<file path="config.mk">
export PLATFORM = sky130hd
export DESIGN_NAME = rx_err_fifo
export DESIGN_NICKNAME = d
export VERILOG_FILES = /design/src/rtl/rxq_pkg.sv /design/src/rtl/rxq_store.sv /design/src/rtl/rxq_errtrk.sv /design/src/rtl/rx_err_fifo.sv
export SDC_FILE = /design/constraint.sdc
export NUM_CORES = 1
export LEC_CHECK = 0
export BUFFER_PORTS_ARGS = -buffer_cell sky130_fd_sc_hd__buf_2
export CORE_MARGIN = 5
export CORE_UTILIZATION = 53
export DETAILED_ROUTE_END_ITERATION = 8
export GPL_TIMING_DRIVEN = 0
export HOLD_SLACK_MARGIN = 0.05
export PLACE_DENSITY = 0.72
export SETUP_SLACK_MARGIN = 0.2
export SYNTH_ARGS = -nofsm -noshare
export SYNTH_HDL_FRONTEND = slang
export SYNTH_SLANG_ARGS = --single-unit
export TNS_END_PERCENT = 50
</file>
<file path="constraint.sdc">
create_clock -name clk -period 2.8 [get_ports clk]
set_clock_uncertainty 0.15 [all_clocks]
set_input_delay 0.14 -clock clk [delete_from_list [all_inputs] [get_ports clk]]
set_output_delay 0.14 -clock clk [all_outputs]
set_load 0.005 [all_outputs]
</file>
<file path="src/rtl/rxq_pkg.sv">
// Shared types for the receive character queue.
// Assumes: three error flags per character, four-bit command codes.
package rxq_pkg;
    localparam int FLAG_W = 3;

    typedef struct packed {
        logic brk;
        logic frm;
        logic par;
    } rxq_flags_t;

    typedef enum logic [3:0] {
        CMD_RX_RESET  = 4'h2,
        CMD_ERR_CLEAR = 4'h4
    } rxq_cmd_e;
endpackage

</file>
<file path="src/rtl/rxq_store.sv">
// Circular character store with a registered read port.
// Does: keeps DEPTH entries of W bits and accepts a write on a full store
// only when a read leaves in the same cycle. Flush empties it in one cycle.
// Assumes: flush outranks reads and writes; rd_q holds its value on flush.
module rxq_store #(
    parameter int DEPTH = 8,
    parameter int W     = 11,
    localparam int AW   = (DEPTH > 1) ? $clog2(DEPTH) : 1,
    localparam int CW   = $clog2(DEPTH + 1)
) (
    input  logic          clk,
    input  logic          rst_n,
    input  logic          flush,
    input  logic          wr_req,
    input  logic [W-1:0]  wr_data,
    input  logic          rd_req,
    output logic [W-1:0]  head,
    output logic [W-1:0]  rd_q,
    output logic [CW-1:0] count,
    output logic          full,
    output logic          empty,
    output logic          wr_ok,
    output logic          rd_ok
);
    logic [W-1:0]  mem [DEPTH];
    logic [AW-1:0] wr_ptr, rd_ptr;
    logic [CW-1:0] count_q;

    function automatic logic [AW-1:0] ptr_next(input logic [AW-1:0] p);
        return (p == AW'(DEPTH - 1)) ? '0 : p + AW'(1);
    endfunction

    // Occupancy flags and acceptance decisions.
    always_comb begin
        empty = (count_q == '0);
        full  = (count_q == CW'(DEPTH));
        rd_ok = rd_req && !empty && !flush;
        wr_ok = wr_req && !flush && (!full || rd_ok);
        head  = mem[rd_ptr];
        count = count_q;
    end

    // Entry storage: written only on an accepted push.
    always_ff @(posedge clk) begin
        if (wr_ok) mem[wr_ptr] <= wr_data;
    end

    // Pointers and count.
    always_ff @(posedge clk) begin
        if (!rst_n || flush) begin
            wr_ptr  <= '0;
            rd_ptr  <= '0;
            count_q <= '0;
        end else begin
            if (wr_ok) wr_ptr <= ptr_next(wr_ptr);
            if (rd_ok) rd_ptr <= ptr_next(rd_ptr);
            count_q <= count_q + CW'(wr_ok) - CW'(rd_ok);
        end
    end

    // Read register: loads the head on an accepted pop, otherwise holds.
    always_ff @(posedge clk) begin
        if (!rst_n)     rd_q <= '0;
        else if (rd_ok) rd_q <= mem[rd_ptr];
    end

    p_cnt_bound_r3: assert property (@(posedge clk) disable iff (!rst_n)
        count_q <= CW'(DEPTH));
    p_full_drop_r4: assert property (@(posedge clk) disable iff (!rst_n)
        (wr_req && full && !rd_req && !flush) |=> $stable(count_q));
    p_empty_pop_r10: assert property (@(posedge clk) disable iff (!rst_n)
        (rd_req && empty && !flush) |=> $stable(rd_q));
    p_flush_empty_r9: assert property (@(posedge clk) disable iff (!rst_n)
        flush |=> (count_q == '0) && $stable(rd_q));
endmodule

</file>
<file path="src/rtl/rxq_errtrk.sv">
// Error state tracker: cumulative flags, last-popped flags and overrun.
// Does: applies a clear first and the same cycle's events after it.
// Assumes: clr_all (receiver reset) outranks everything.
module rxq_errtrk
    import rxq_pkg::*;
(
    input  logic       clk,
    input  logic       rst_n,
    input  logic       clr_all,
    input  logic       clr_err,
    input  logic       push_ok,
    input  rxq_flags_t push_flags,
    input  logic       drop,
    input  logic       pop_ok,
    input  rxq_flags_t pop_flags,
    output rxq_flags_t acc_q,
    output rxq_flags_t hold_q,
    output logic       ovr_q
);
    // Sticky error state update.
    always_ff @(posedge clk) begin
        if (!rst_n || clr_all) begin
            acc_q  <= '0;
            hold_q <= '0;
            ovr_q  <= 1'b0;
        end else begin
            acc_q  <= (clr_err ? rxq_flags_t'('0) : acc_q)
                      | (push_ok ? push_flags : rxq_flags_t'('0));
            hold_q <= pop_ok ? pop_flags : (clr_err ? rxq_flags_t'('0) : hold_q);
            ovr_q  <= drop | (ovr_q & ~clr_err);
        end
    end

    p_ovr_sticky_r5: assert property (@(posedge clk) disable iff (!rst_n)
        (ovr_q && !clr_err && !clr_all) |=> ovr_q);
    p_acc_sticky_r7: assert property (@(posedge clk) disable iff (!rst_n)
        (!clr_err && !clr_all) |=> ((acc_q & $past(acc_q)) == $past(acc_q)));
    p_rx_reset_clears_r9: assert property (@(posedge clk) disable iff (!rst_n)
        clr_all |=> (acc_q == '0) && (hold_q == '0) && !ovr_q);
endmodule

</file>
<file path="src/rtl/rx_err_fifo.sv">
// Receive character queue with per-character error flags and a status word.
// Does: stores characters with their flags, decodes the two commands and
// builds the status word. Assumes: status[7:5] choose head flags or
// cumulative flags by blk_mode; other command values are ignored.
module rx_err_fifo
    import rxq_pkg::*;
#(
    parameter int DATA_W = 8,
    parameter int DEPTH  = 8,
    localparam int EW    = DATA_W + FLAG_W,
    localparam int CW    = $clog2(DEPTH + 1)
) (
    input  logic              clk,
    input  logic              rst_n,
    input  logic              rx_push,
    input  logic [DATA_W-1:0] rx_data,
    input  logic              rx_brk,
    input  logic              rx_frm,
    input  logic              rx_par,
    input  logic              rd_pop,
    output logic [DATA_W-1:0] rd_data,
    input  logic              cmd_we,
    input  logic [3:0]        cmd_op,
    input  logic              blk_mode,
    input  logic              tx_empty,
    input  logic              tx_ready,
    output logic [7:0]        status
);
    logic          rx_clr, err_clr;
    logic [EW-1:0] wr_entry, head_entry, rd_entry;
    logic [CW-1:0] count;
    logic          full, empty, wr_ok, rd_ok, drop;
    rxq_flags_t    in_flags, head_flags, acc_q, hold_q, shown;
    logic          ovr_q;

    // Command decode and entry packing.
    always_comb begin
        rx_clr   = cmd_we && (cmd_op == CMD_RX_RESET);
        err_clr  = cmd_we && (cmd_op == CMD_ERR_CLEAR);
        in_flags = '{brk: rx_brk, frm: rx_frm, par: rx_par};
        wr_entry = {in_flags, rx_data};
        drop     = rx_push && !wr_ok && !rx_clr;
    end

    rxq_store #(.DEPTH(DEPTH), .W(EW)) u_store (
        .clk     (clk),
        .rst_n   (rst_n),
        .flush   (rx_clr),
        .wr_req  (rx_push),
        .wr_data (wr_entry),
        .rd_req  (rd_pop),
        .head    (head_entry),
        .rd_q    (rd_entry),
        .count   (count),
        .full    (full),
        .empty   (empty),
        .wr_ok   (wr_ok),
        .rd_ok   (rd_ok)
    );

    assign head_flags = rxq_flags_t'(head_entry[EW-1:DATA_W]);

    rxq_errtrk u_err (
        .clk        (clk),
        .rst_n      (rst_n),
        .clr_all    (rx_clr),
        .clr_err    (err_clr),
        .push_ok    (wr_ok),
        .push_flags (in_flags),
        .drop       (drop),
        .pop_ok     (rd_ok),
        .pop_flags  (head_flags),
        .acc_q      (acc_q),
        .hold_q     (hold_q),
        .ovr_q      (ovr_q)
    );

    // Status word assembly.
    always_comb begin
        if (blk_mode)   shown = acc_q;
        else if (!empty) shown = head_flags;
        else            shown = hold_q;
        status  = {shown, ovr_q, tx_empty, tx_ready, full, (count != '0)};
        rd_data = rd_entry[DATA_W-1:0];
    end

    p_blk_pop_keeps_r7: assert property (@(posedge clk) disable iff (!rst_n)
        (blk_mode && rd_pop && !cmd_we && !rx_push)
        |=> (!blk_mode || (status[7:5] == $past(status[7:5]))));
    p_drop_sets_ovr_r4: assert property (@(posedge clk) disable iff (!rst_n)
        (rx_push && full && !rd_pop && !rx_clr) |=> status[4]);
endmodule

</file>
# Word level (Yosys, flattened, before mapping)
# Memory sizes are Yosys's and may differ from the RTL's. A register that Yosys moved wholly into a read port is not among the register bits.
# Cells that the tools add are included.
op_classes:
  addsub: 4
  eq_ne: 5
  muxes: 12
  bitwise: 4
  reduce_logical: 18
op_table:
  columns: ["cell", "count"]
  rows:
  - ["two-way mux 3 bit", 10]
  - ["logical AND 1 bit", 8]
  - ["adder 3 x 1 -> 3 bit (second input constant)", 2]
  - ["equality test 3 bit (second input constant)", 2]
  - ["zero test 1 bit", 5]
  - ["adder 4 x 1 -> 4 bit", 1]
  - ["equality test 4 x 2 -> 1 bit (second input constant)", 1]
  - ["equality test 4 x 3 -> 1 bit (second input constant)", 1]
  - ["equality test 4 bit (second input constant)", 1]
  - ["zero test 4 bit", 1]
  - ["nonzero test 4 bit", 1]
  - ["subtractor 4 x 1 -> 4 bit", 1]
  - ["OR 3 bit", 1]
  - ["logical OR 1 bit", 2]
  - ["two-way mux 1 bit", 2]
  - ["nonzero test 2 bit", 1]
  - ["AND 1 bit", 1]
  - ["NOT 1 bit", 1]
  - ["OR 1 bit", 1]
word_totals:
  reg_bits: 25
  ramBits: 88
  out_inout_bits: 16
  mem_count: 1
memory_table:
  columns: ["memory", "depth", "width", "rd", "rd_clocked_by_memory_dff", "wr", "line_no", "source"]
  rows:
  - ["u_store.mem", 8, 11, 1, 1, 1, "rxq_store.sv:25", "logic [W-1:0] mem [DEPTH];"]

# Depth between registers and ports, before layout
depth:
  ltp_word: 10
  mapped_depth: 13

# Cells and area by module
# A second synthesis with hierarchy kept.
hier_totals:
  cells_unflattened: 299
  area_unflattened_um2: 4895.9
modules_own_cells:
  columns: ["module", "n_inst", "cells_each", "area_per_inst_um2", "seq_area_each_um2"]
  rows:
  - ["rxq_store", 1, 250, 4504.3, 3123.0]
  - ["rxq_errtrk", 1, 29, 259.0, 140.1]
  - ["rx_err_fifo", 1, 20, 132.6, 0.0]

# Worst setup path after synthesis
# OpenSTA, ideal clock, no wires.
synth_path:
  path_type: "reg2reg"
  start: "register u_store.count_q[2], in the netlist u_store.count[2]"
  end: "memory u_store.mem[4][0], enable pin"
  setup_time_ns: 0.408
  arrival_time_ns: 2.369
  path_slack_ns: -0.127
  path_stages_with_launch: 8
  n_path_buf: 0
  path_cell_list: "dfxtp_1 -> inv_1 -> ha_1 -> nand2b_1 -> a22oi_2 -> and2_1 -> inv_2 -> nor4_1"
synth_via:
  elab_chain_len: 8
  elab_cells_between_ends: 10
  classes_between: "1 x eq/ne; 2 x mux; 7 x reduce/logical"
synth_rtl:
  columns: ["item", "line_no", "source"]
  rows:
  - ["start: declaration", "rxq_store.sv:27", "logic [CW-1:0] count_q;"]
  - ["start signal: assignment", "rxq_store.sv:57", "count_q <= count_q + CW'(wr_ok) - CW'(rd_ok);"]
  - ["zero test 4 bit", "rxq_store.sv:35", "empty = (count_q == '0);"]
  - ["zero test 1 bit", "rxq_store.sv:37", "rd_ok = rd_req && !empty && !flush;"]
  - ["logical AND 1 bit (2 in series)", "rxq_store.sv:37", null]
  - ["logical OR 1 bit (*)", "rxq_store.sv:38", "wr_ok = wr_req && !flush && (!full || rd_ok);"]
  - ["logical AND 1 bit (*)", "rxq_store.sv:38", null]
  - ["two-way mux 1 bit (*)", "rxq_store.sv:45", "if (wr_ok) mem[wr_ptr] <= wr_data;"]
  - ["two-way mux 1 bit (not written as such) (*)", "rxq_store.sv:45", null]
  - ["end: declaration", "rxq_store.sv:25", null]
# Mark *: on every way between the ends. The rest lies on a longest branch, timed or not.

# Worst setup path after layout
layout_path:
  start: "register u_store.count_q[2], in the netlist u_store.count[2]"
  end: "register u_store.count_q[2], in the netlist u_store.count[2]"
layout_via:
  elab_chain_len: 8
  elab_cells_between_ends: 10
  classes_between: "2 x add/sub; 1 x eq/ne; 7 x reduce/logical"
layout_rtl:
  columns: ["item", "line_no"]
  rows:
  - ["zero test 4 bit", "rxq_store.sv:35"]
  - ["zero test 1 bit", "rxq_store.sv:37"]
  - ["logical AND 1 bit (2 in series)", "rxq_store.sv:37"]
  - ["logical OR 1 bit", "rxq_store.sv:38"]
  - ["logical AND 1 bit", "rxq_store.sv:38"]
  - ["adder 4 x 1 -> 4 bit", "rxq_store.sv:57"]
  - ["subtractor 4 x 1 -> 4 bit (*)", "rxq_store.sv:57"]
# Marks and branches as above.
# A chain may end at the register's enable or synchronous reset.

==> metrics.md <==
| Metric | Value |
|---|---|
| Worst Reg-to-Reg Cells | `13` |
| Nature of the critical path endpoint | `flop` |
| H-Tree Depth | `4` |
| Register area share after synthesis | `0.685` |
| Worst path depth | `13` |
| Die area | `between 10,000 and 15,000 sq um` |
| Total power | `5.09 mW` |
| Vias in the first global route | `around 2,800` |
| Slew of the pin with the lowest slew margin | `~920 ps` |
| Fin nets | `between 300 and 400` |
| Pre-CTS setup slack | `-223 ps` |
| Avg Cell Area, Syn | `17.2 sq um` |
| Share of layout cells above drive strength 1 | `0.296` |
| Clock latency on the worst-skew pair | `about 510 ps` |
| Hold Slack | `~100 ps` |
| Synth-to-layout area growth | `27.1%` |
| Top-Level Pins | `39` |
| Drt first pass iters | `5` |
| M1 GR Usage | `0.241` |
| Final hold vios | `0` |
| Sw frac | `0.268` |
| Core box area | `8680 sq um` |
| Sequential Power Share | `0.416` |
| Distinct cells, synth | `38` |
| Crit path arrival time | `around 2900 ps` |
| MaxCap Viol Count | `0` |
| CTS tree | `built` |
| Minimum clock period | `roughly 2600 ps` |
| Largest net degree at the start of global routing | `17` |
| Worst path bufs/invs | `4` |
| Worst setup startpoint | `u_store.count[2]` |
| Sw Pwr | `~1.4 mW` |
| Sequential cell area | `between 3000 and 4000 sq um` |
| Initial Util | `0.538` |
| Placed cell area | `roughly 5100 sq um` |
| Site Rows | `34` |
| GR Util met2 | `0.288` |
| FF+latch count, synth | `about 120` |
| Cells along the critical path | `inv_2 -> ha_2 -> nand2b_1 -> a22oi_2 -> and2_4 -> inv_6 -> ha_1 -> inv_1 -> ha_1 -> inv_1 -> fa_1 -> xor2_1 -> nor2_1` |
| DRT antenna net count | `0` |
| P_int | `3.73 mW` |
| Slowest stage delay, CP | `between 300 and 400 ps` |
| Comb pwr share | `0.205` |
| Unrepaired setup endpoints after global routing | `yes` |
| First-pass GRT wire length | `around 15 mm` |
| WS Path Type | `reg -> reg` |
| Detailed-route wire length per cell | `around 20 um` |
| Crit path required time | `3030 ps` |
| Routed vias/inst | `around 5.7` |
| Final period util | `0.935` |
| Met3 Use GR | `0.0627` |
| Gr busiest metal | `met2` |
| Max stage delay cell, worst path | `fa_1` |
| Reg-to-reg endpoint | `u_store.count[2]` |
| Post-route setup slack | `around 180 ps` |
| Post-synthesis cell count | `~270` |
| Grt ovf | `0` |
| RePlAce Congestion | `between 0.7 and 0.8` |
| Slew Viols, Final | `0` |
| Slew headroom | `0.382` |
| CP delay by family, top | `adder cells` |
| Port Buffers | `35` |
| Diode count | `0` |
| # fillers | `548` |
| Crit path capture | `u_store.count[2]` |
| HP Start | `cmd_op[2]` |
| Peak VDD IR | `between 0.0004 and 0.0005 V` |
| Status | `complete, no violations` |
| Clock sinks | `around 120` |
| Initial antenna violation count | `0` |
| Final wirelength | `9.41 mm` |
| Area of the multi-input gates | `roughly 1400 sq um` |
| Number of DRC violations after detailed-routing iteration 0 | `160` |
| Crit Path Max Fanout | `9` |
| Post-synthesis cell area | `4670 sq um` |
| Worst hold path class | `in -> reg` |
| Clock Power Share | `0.379` |
| Final setup fails | `0` |
| Die width | `104 um` |
| Worst reg2reg path startpoint | `u_store.count[2]` |
| Max Fclk | `roughly 380 MHz` |
| Lkg Pwr | `~2.1 nW` |
| Overall routing resource usage | `0.185` |
| Number of remaining DRC errors | `0` |
| Total CTS buffers | `17` |
| Final instance area | `roughly 6000 sq um` |
| Clk slew on worst S/H paths | `approximately 60 ps` |
| PD cells | `around 860 nW/um^2` |
| Die Span Y | `104 um` |
| Flop-to-flop setup slack | `approximately 180 ps` |
| Total number of vias | `roughly 2,800` |
| CP startpoint kind | `flop` |
| Yosys warns | `0` |
| Syn Nets | `roughly 300` |
| Post-DP HPWL | `6.08 mm` |
| CTS max path bufs | `2` |
| Root Buffer | `clkbuf_8` |
worst min-delay path by stage:
stage                     depth (start not counted)  slack (ps)                 to
final                                             5         100    u_err.hold_q[1]
after global routing                              5         120    u_err.hold_q[1]
after CTS                                         5          60    u_err.hold_q[1]
after detailed placement                          1         260  u_store.mem[1][4]
after global placement                            1         250  u_store.mem[1][4]
after floorplan                                   0          90  u_store.mem[0][0]
per-stage QoR:
step | setup TNS (ps) | util | instances
2_1_floorplan | -11220 | - | 272
3_3_place_gp | -108620 | 0.574 | 415
3_5_place_dp | -5920 | 0.589 | 423
4_1_cts | 0 | 0.684 | 480
5_1_grt | 0 | 0.685 | 480
6_report | 0 | 0.685 | 480
cell families (layout without fill, tap and decap cells):
kind of cell / Yosys count / after routing / share of synthesized area
AOI/OAI and AO/OA: 40 / 40 / 0.0560
xor gates and xnor gates: 2 / 2 / 0.00375
adders and majority gates: 11 / 11 / 0.0311
buffers and inverters: 25 / 125 / 0.0276
DFF: 116 / 116 / 0.685
muxes: 33 / 33 / 0.144
and+or+nand+nor: 45 / 45 / 0.0522
worst reg2reg max path, cell delays in order, from the launching register on:
cell and delay [ps]:
dfxtp_1 330, inv_2 50, ha_2 180, nand2b_1 170, a22oi_2 210, and2_4 210
inv_6 60, ha_1 260, inv_1 70, ha_1 160, inv_1 50, fa_1 370
xor2_1 140, nor2_1 60
per-layer routing:
layer | up-vias | wire length, um | part of all wire
li1 | 1267 | - | -
met1 | 1346 | 3910 | 0.42
met3 | 15 | 697 | 0.074
met5 | - | 0 | 0
met2 | 122 | 4650 | 0.49
met4 | 0 | 151 | 0.016
power groups by stage:
stage	Combinational (mW)	Clock [mW]	Sequential, mW
finish	1.04	1.93	2.12
global route	1.15	2.05	2.14
CTS	1.04	1.96	2.11
detailed placement	0.945	0	2.14
global placement	0.889	0	2.13
floorplan	0.637	0	2.12
cells in the mapped netlist:
master | number | area share
edfxtp_1 | 88 | 0.57
dfxtp_1 | 28 | 0.12
mux4_1 | 18 | 0.10
a21oi_1 | 12 | 0.013
mux2i_1 | 11 | 0.024
nor2_1 | 11 | 0.0088
ha_1 | 10 | 0.027
inv_1 | 10 | 0.0080
nand2_1 | 10 | 0.0080
nor4_1 | 8 | 0.011
o21ai_0 | 8 | 0.0086
a21o_1 | 4 | 0.0064
a32oi_1 | 4 | 0.0075
buf_2 | 4 | 0.0043
buf_4 | 4 | 0.0064
mux4_2 | 4 | 0.019
a211oi_1 | 3 | 0.0048
clkbuf_1 | 3 | 0.0024
nand4_1 | 3 | 0.0040
o22ai_1 | 3 | 0.0040
o31ai_1 | 3 | 0.0048
and2_1 | 2 | 0.0027
buf_6 | 2 | 0.0048
inv_2 | 2 | 0.0016
nand3_1 | 2 | 0.0021
nor2b_1 | 2 | 0.0027
nor3b_2 | 2 | 0.0054
a211oi_2 | 1 | 0.0027
a21boi_0 | 1 | 0.0016
a22oi_2 | 1 | 0.0027
fa_1 | 1 | 0.0043
nand2b_1 | 1 | 0.0013
nand3b_1 | 1 | 0.0016
nand4b_1 | 1 | 0.0019
nor3b_1 | 1 | 0.0016
or3_1 | 1 | 0.0013
xnor2_1 | 1 | 0.0019
xor2_1 | 1 | 0.0019
placed cells by master, fill, tap and decap left out, types with 8 or more instances in the layout:
cell type | Yosys | layout
edfxtp_1 | 88 | 88
buf_2 | 4 | 38
dfxtp_1 | 28 | 27
dlygate4sd3_1 | 0 | 21
mux4_1 | 18 | 18
clkbuf_16 | 0 | 16
buf_4 | 4 | 13
a21oi_1 | 12 | 12
mux2i_1 | 11 | 11
nor2_1 | 11 | 11
nand2_1 | 10 | 10
inv_1 | 10 | 9
ha_1 | 10 | 9
o21ai_0 | 8 | 8
flip-flops by register name, summed over array words and instances (netlist names), named ones only:
signal / cells
u_store.rd_ptr: 3
u_err.ovr_q: 1
u_store.mem: 88
u_store.rd_q: 8
u_store.count: 4
u_err.acc_q: 3
u_store.wr_ptr: 3
u_err.hold_q: 3
repair_timing:
action                     CTS  global route
gates cloned                 0             0
hold endpoints to repair   113             0
hold buffers                21             0
setup buffers                4             0
gates resized for setup     10             3
setup endpoints to repair   89            45
pin swaps                    2             3
area by class of cell:
| cell class | instances | share of cell area |
|---|---|---|
| Tap cell | 108 | 0.0227 |
| Timing Repair Buffer | 68 | 0.0826 |
| Clock inverter | 13 | 0.0187 |
| Sequential cell | 116 | 0.539 |
| Clock buffer | 19 | 0.0727 |
| Inverter | 12 | 0.00842 |
| Multi-Input combinational cell | 131 | 0.241 |
| Buffer | 13 | 0.0145 |
Note: power is estimated with default switching activity, not from simulation.
